$ cat src/rtl/galois_lfsr8.sv
module galois_lfsr8 #(
  parameter int W = 8,
  parameter logic [W-1:0] RESET_SEED = 8'h01
) (
  input  logic         clk,
  input  logic         rst_n,
  input  logic         step_en,
  input  logic         dir_left,
  input  logic         rotate_mode,
  input  logic [W-1:0] tap_word,
  input  logic [W-1:0] seed_value,
  input  logic         seed_load,
  output logic [W-1:0] state_out,
  output logic         wrap_flag
);
  localparam logic [W-1:0] ONE = {{(W-1){1'b0}}, 1'b1};

  logic [W-1:0] state_q, seed_q;
  logic         wrap_q;

  wire          out_bit  = dir_left ? state_q[W-1] : state_q[0];
  wire          in_bit   = rotate_mode & out_bit;
  wire [W-1:0]  shifted  = dir_left ? {state_q[W-2:0], in_bit} : {in_bit, state_q[W-1:1]};
  wire [W-1:0]  fed      = out_bit ? (shifted ^ tap_word) : shifted;
  wire [W-1:0]  step_val = (fed == '0) ? ONE : fed;
  wire [W-1:0]  load_val = (seed_value == '0) ? ONE : seed_value;

  always_ff @(posedge clk) begin
    if (!rst_n) begin
      state_q <= RESET_SEED;
      seed_q  <= RESET_SEED;
      wrap_q  <= 1'b0;
    end else if (seed_load) begin
      state_q <= load_val;
      seed_q  <= load_val;
      wrap_q  <= 1'b0;
    end else if (step_en) begin
      state_q <= step_val;
      wrap_q  <= (step_val == seed_q);
    end else begin
      wrap_q  <= 1'b0;
    end
  end

  assign state_out = state_q;
  assign wrap_flag = wrap_q;

  assert_never_zero_R9: assert property (@(posedge clk) disable iff (!rst_n)
    state_out != '0);

  assert_load_priority_R7: assert property (@(posedge clk) disable iff (!rst_n)
    seed_load |=> (state_out == (($past(seed_value) == '0) ? ONE : $past(seed_value))) && !wrap_flag);

  assert_hold_R8: assert property (@(posedge clk) disable iff (!rst_n)
    (!seed_load && !step_en) |=> $stable(state_out) && !wrap_flag);

  assert_wrap_after_step_R10: assert property (@(posedge clk) disable iff (!rst_n)
    $rose(wrap_flag) |-> $past(step_en) && !$past(seed_load));

  assert_left_no_feedback_R3: assert property (@(posedge clk) disable iff (!rst_n)
    (step_en && !seed_load && dir_left && !state_out[W-1] && state_out[W-2:0] != '0)
      |=> state_out == {$past(state_out[W-2:0]), 1'b0});
endmodule

$ cat config.mk
export PLATFORM = sky130hd
export DESIGN_NAME = galois_lfsr8
export DESIGN_NICKNAME = d
export VERILOG_FILES = /design/src/rtl/galois_lfsr8.sv
export SDC_FILE = /design/constraint.sdc
export NUM_CORES = 1
export LEC_CHECK = 0
export ABC_AREA = 0
export BUFFER_PORTS_ARGS = -buffer_cell sky130_fd_sc_hd__buf_2
export CAP_MARGIN = 20
export CORE_ASPECT_RATIO = 1.5
export CORE_MARGIN = 3
export CORE_UTILIZATION = 50
export DETAILED_ROUTE_END_ITERATION = 12
export GPL_TIMING_DRIVEN = 0
export PLACE_DENSITY = 0.74
export SYNTH_ARGS = -nofsm -noshare
export SYNTH_HDL_FRONTEND = slang
export SYNTH_SLANG_ARGS = --single-unit
export TNS_END_PERCENT = 20
$ cat constraint.sdc
create_clock -name clk -period 2.2 [get_ports clk]
set_input_delay 0.11 -clock clk [delete_from_list [all_inputs] [get_ports clk]]
set_output_delay 0.11 -clock clk [all_outputs]
set_load 0.1 [all_outputs]
==> metrics.yaml <==
yosysWarnings: 0
ys_ff_latch: 17
synth_fa_ha_area_share_pct: 0
grt_pass1_vias: 982
slew_headroom_pct: 62.5
post_cts_buffers: 0
pwr-share-seq_pct: 42.0
fin_skew_ns: 0.00444
hold_violations: 0
clk-insertion-delay-late_ns: 0.29
n_fill_cell: 202
htree_levels: 1
grt_max_degree: 11
grt_overflow: 0
final_cells: 188
gp_congestion: 0.821
die_area_sq_mm: 0.00294
cts.repair.resized: 0
placed_area_sq_mm: 0.00133
synth_nets: 156
postCtsHoldBufs: 0
core_sq_mm: 0.00210
avgRoutedWirePerCell_microns: 13.6
fin_crit_ns: 1.70
max_freq_mhz: 589
die_width_microns: 45.3
synth_xor_area_share_pct: 16.7
crit_required_ns: 2.44
netlist_instances: 134
power_mw: 0.827
syn-cell-area_sq_mm: 0.00116
synth_area_per_cell_sq_um: 8.63
clkSinkCount: 17
rrSetupSlack_ns: 0.50
critPathMaxFanout: 10
nets: 189
share_comb_of_total_power_pct: 37.8
status: "finished, final reports clean"
synth_mux_area_share_pct: 11.8
track_usage_pct: 19.0
via_per_inst: 5.35
power_switching_mw: 0.318
start_kind: "register"
fin_area_sq_mm: 0.00135
die_h_microns: 64.9
power.switching_fraction_pct: 38.5
synth_edf_count: 0
ant_nets: 0
drive_gt1_share_pct: 27.7
dp_hpwl_microns: 2020
hold_path_class: "in -> reg"
timing.max_cap.violations: 0
cts_buffer_depth: 2
fin_hold_ws_ns: 0.111
fin_util_pct: 64.4
antenna_found_initial: 0
yosysSeqAreaShare_pct: 29.4
grt_setup_unrepaired: "no"
antennaDiodeCount: 0
cts_buffers: 3
cts_tree: "built"
drtIter0Drc: 16
p_int_mw: 0.509
pre_cts_ws_ns: 0.517
totalWireLength_microns: 2550
worst_slew_pin_slew_ns: 0.563
ios: 31
synth_top_family_by_area: "simple AND/OR/NAND/NOR gates"
rows: 20
power.density_mw_per_mm2: 611
tns_ns: 0
setup_ws_ns: 0.502
p_leak_nw: 0.602
critPathCaptureType: "register"
clkPwrFrac_pct: 20.2
synth_compound_area_share_pct: 14.2
setup_violations: 0
synthSimpleGateAreaFrac_pct: 22.7
clk_pin_slew_ns: 0.10
drt_first_pass_iters: 4
start_util_pct: 55.0
cts_root_buffer: "clkbuf_4"
crit_type: "reg -> reg"
arrival_ns: 1.94
num_vias: 1006
synth-async-reset-ratio_pct: 0
synth_flop_cell: "dfxtp_1"
fin_crit_sh_pct: 77.2
drv_slew: 0
syn_to_final_growth_pct: 17.1
dp.cells: 184
port_buffers: 28
drc_errors: 0
peakVddDrop_v: 0.000423
grt_pass1_wl_microns: 4310
synth.distinct_cells: 30
[placed cells by master (no fill, tap or decap)]
cell      netlist  layout
a21oi_2         1       1
xnor2_1         9       9
nand2_2         2       2
nor3_1          3       3
a22oi_2         1       1
dfxtp_2         0       2
nand4_1         1       1
a211oi_2        2       2
and2_1          6       6
mux2i_1        10      10
clkbuf_4        0       3
a211o_1         1       1
inv_1           2       2
nand2b_1        6       6
nor2b_1         5       5
buf_2           0      28
a21boi_0        5       5
nand2_1        19      19
clkinv_2        0       1
buf_6           3       3
a211oi_1        2       2
a21oi_1         3       3
clkbuf_1        5       5
mux2i_2         1       1
nor2_1          4       4
dfxtp_1        17      15
and4bb_1        1       1
o22ai_1         1       1
mux2i_4         1       1
or4_1           1       1
xor2_1         13      13
nor4_1          1       1
nor3_2          1       1
o21ai_0         7       7
[synthesized netlist by cell type (2+ instances only)]
master,instances,area share [%]
a211oi_1,2,1.3
a211oi_2,2,2.2
a21boi_0,5,3.2
a21oi_1,3,1.3
and2_1,6,3.2
buf_6,3,2.9
clkbuf_1,5,1.6
dfxtp_1,17,29
inv_1,2,0.65
mux2i_1,10,8.7
nand2_1,19,6.2
nand2_2,2,1.1
nand2b_1,6,3.2
nor2_1,4,1.3
nor2b_1,5,2.7
nor3_1,3,1.3
o21ai_0,7,3.0
xnor2_1,9,6.8
xor2_1,13,9.8
[registers in the layout, indices dropped and copies added (netlist names)]
name and cells:
seed_q 8, state_out 8, wrap_flag 1
[path summary, 6_finish.rpt]
check                                               start                   endpoint  cells after the start
worst max-delay path            state_out[7]$_SDFFE_PN0P_  state_out[0]$_SDFFE_PN1P_                      8
worst min-delay path                        seed_value[6]     seed_q[6]$_SDFFE_PN0P_                      3
worst max register to register  state_out[7]$_SDFFE_PN0P_  state_out[0]$_SDFFE_PN1P_                      8
worst min register to register     seed_q[0]$_SDFFE_PN1P_     seed_q[0]$_SDFFE_PN1P_                      2
[power by group through the flow]
stage,Sequential (mW),Combinational [mW],Clock [mW]
after CTS,0.348,0.314,0.169
final,0.348,0.313,0.167
after floorplan,0.430,0.168,0
after global routing,0.350,0.338,0.188
after global placement,0.354,0.307,0
after detailed placement,0.355,0.313,0
[final cells by class]
type	count	area, sq um	area share [%]
plain buffers	8	52.6	3.88
inverters	2	7.51	0.555
multi-input cells	107	756	55.8
well taps	22	27.5	2.03
repair buffers	28	140	10.4
flip-flops and latches	17	343	25.3
clock inverters	1	5.00	0.370
clock buffers	3	22.5	1.66
[routing by layer]
layer / share of wire, % / wire [microns] / vias up / global-route usage (%)
li1: - / - / 514 / -
met2: 53 / 1360 / 26 / 33.5
met1: 43 / 1090 / 466 / 23.9
met4: 0 / 0 / 0 / 3.30
met3: 4.0 / 101 / 0 / 2.50
met5: 0 / 0 / - / 0
[worst max-delay path: stages, from the launching register on]
cell and delay, ns:
dfxtp_2 0.34, buf_6 0.14, nand2_1 0.07, xnor2_1 0.12
mux2i_1 0.29, and4bb_1 0.26, a21oi_2 0.08, a211o_1 0.29
nand2_1 0.06
[cell families after synthesis]
| family | Yosys count |
|---|---|
| buffers and inverters | 10 |
| multiplexers | 12 |
| AND/OR/NAND/NOR | 50 |
| AO/OA/AOI/OAI | 23 |
| flip-flops | 17 |
| XOR/XNOR | 22 |
Power figures use the tool's default switching activity.
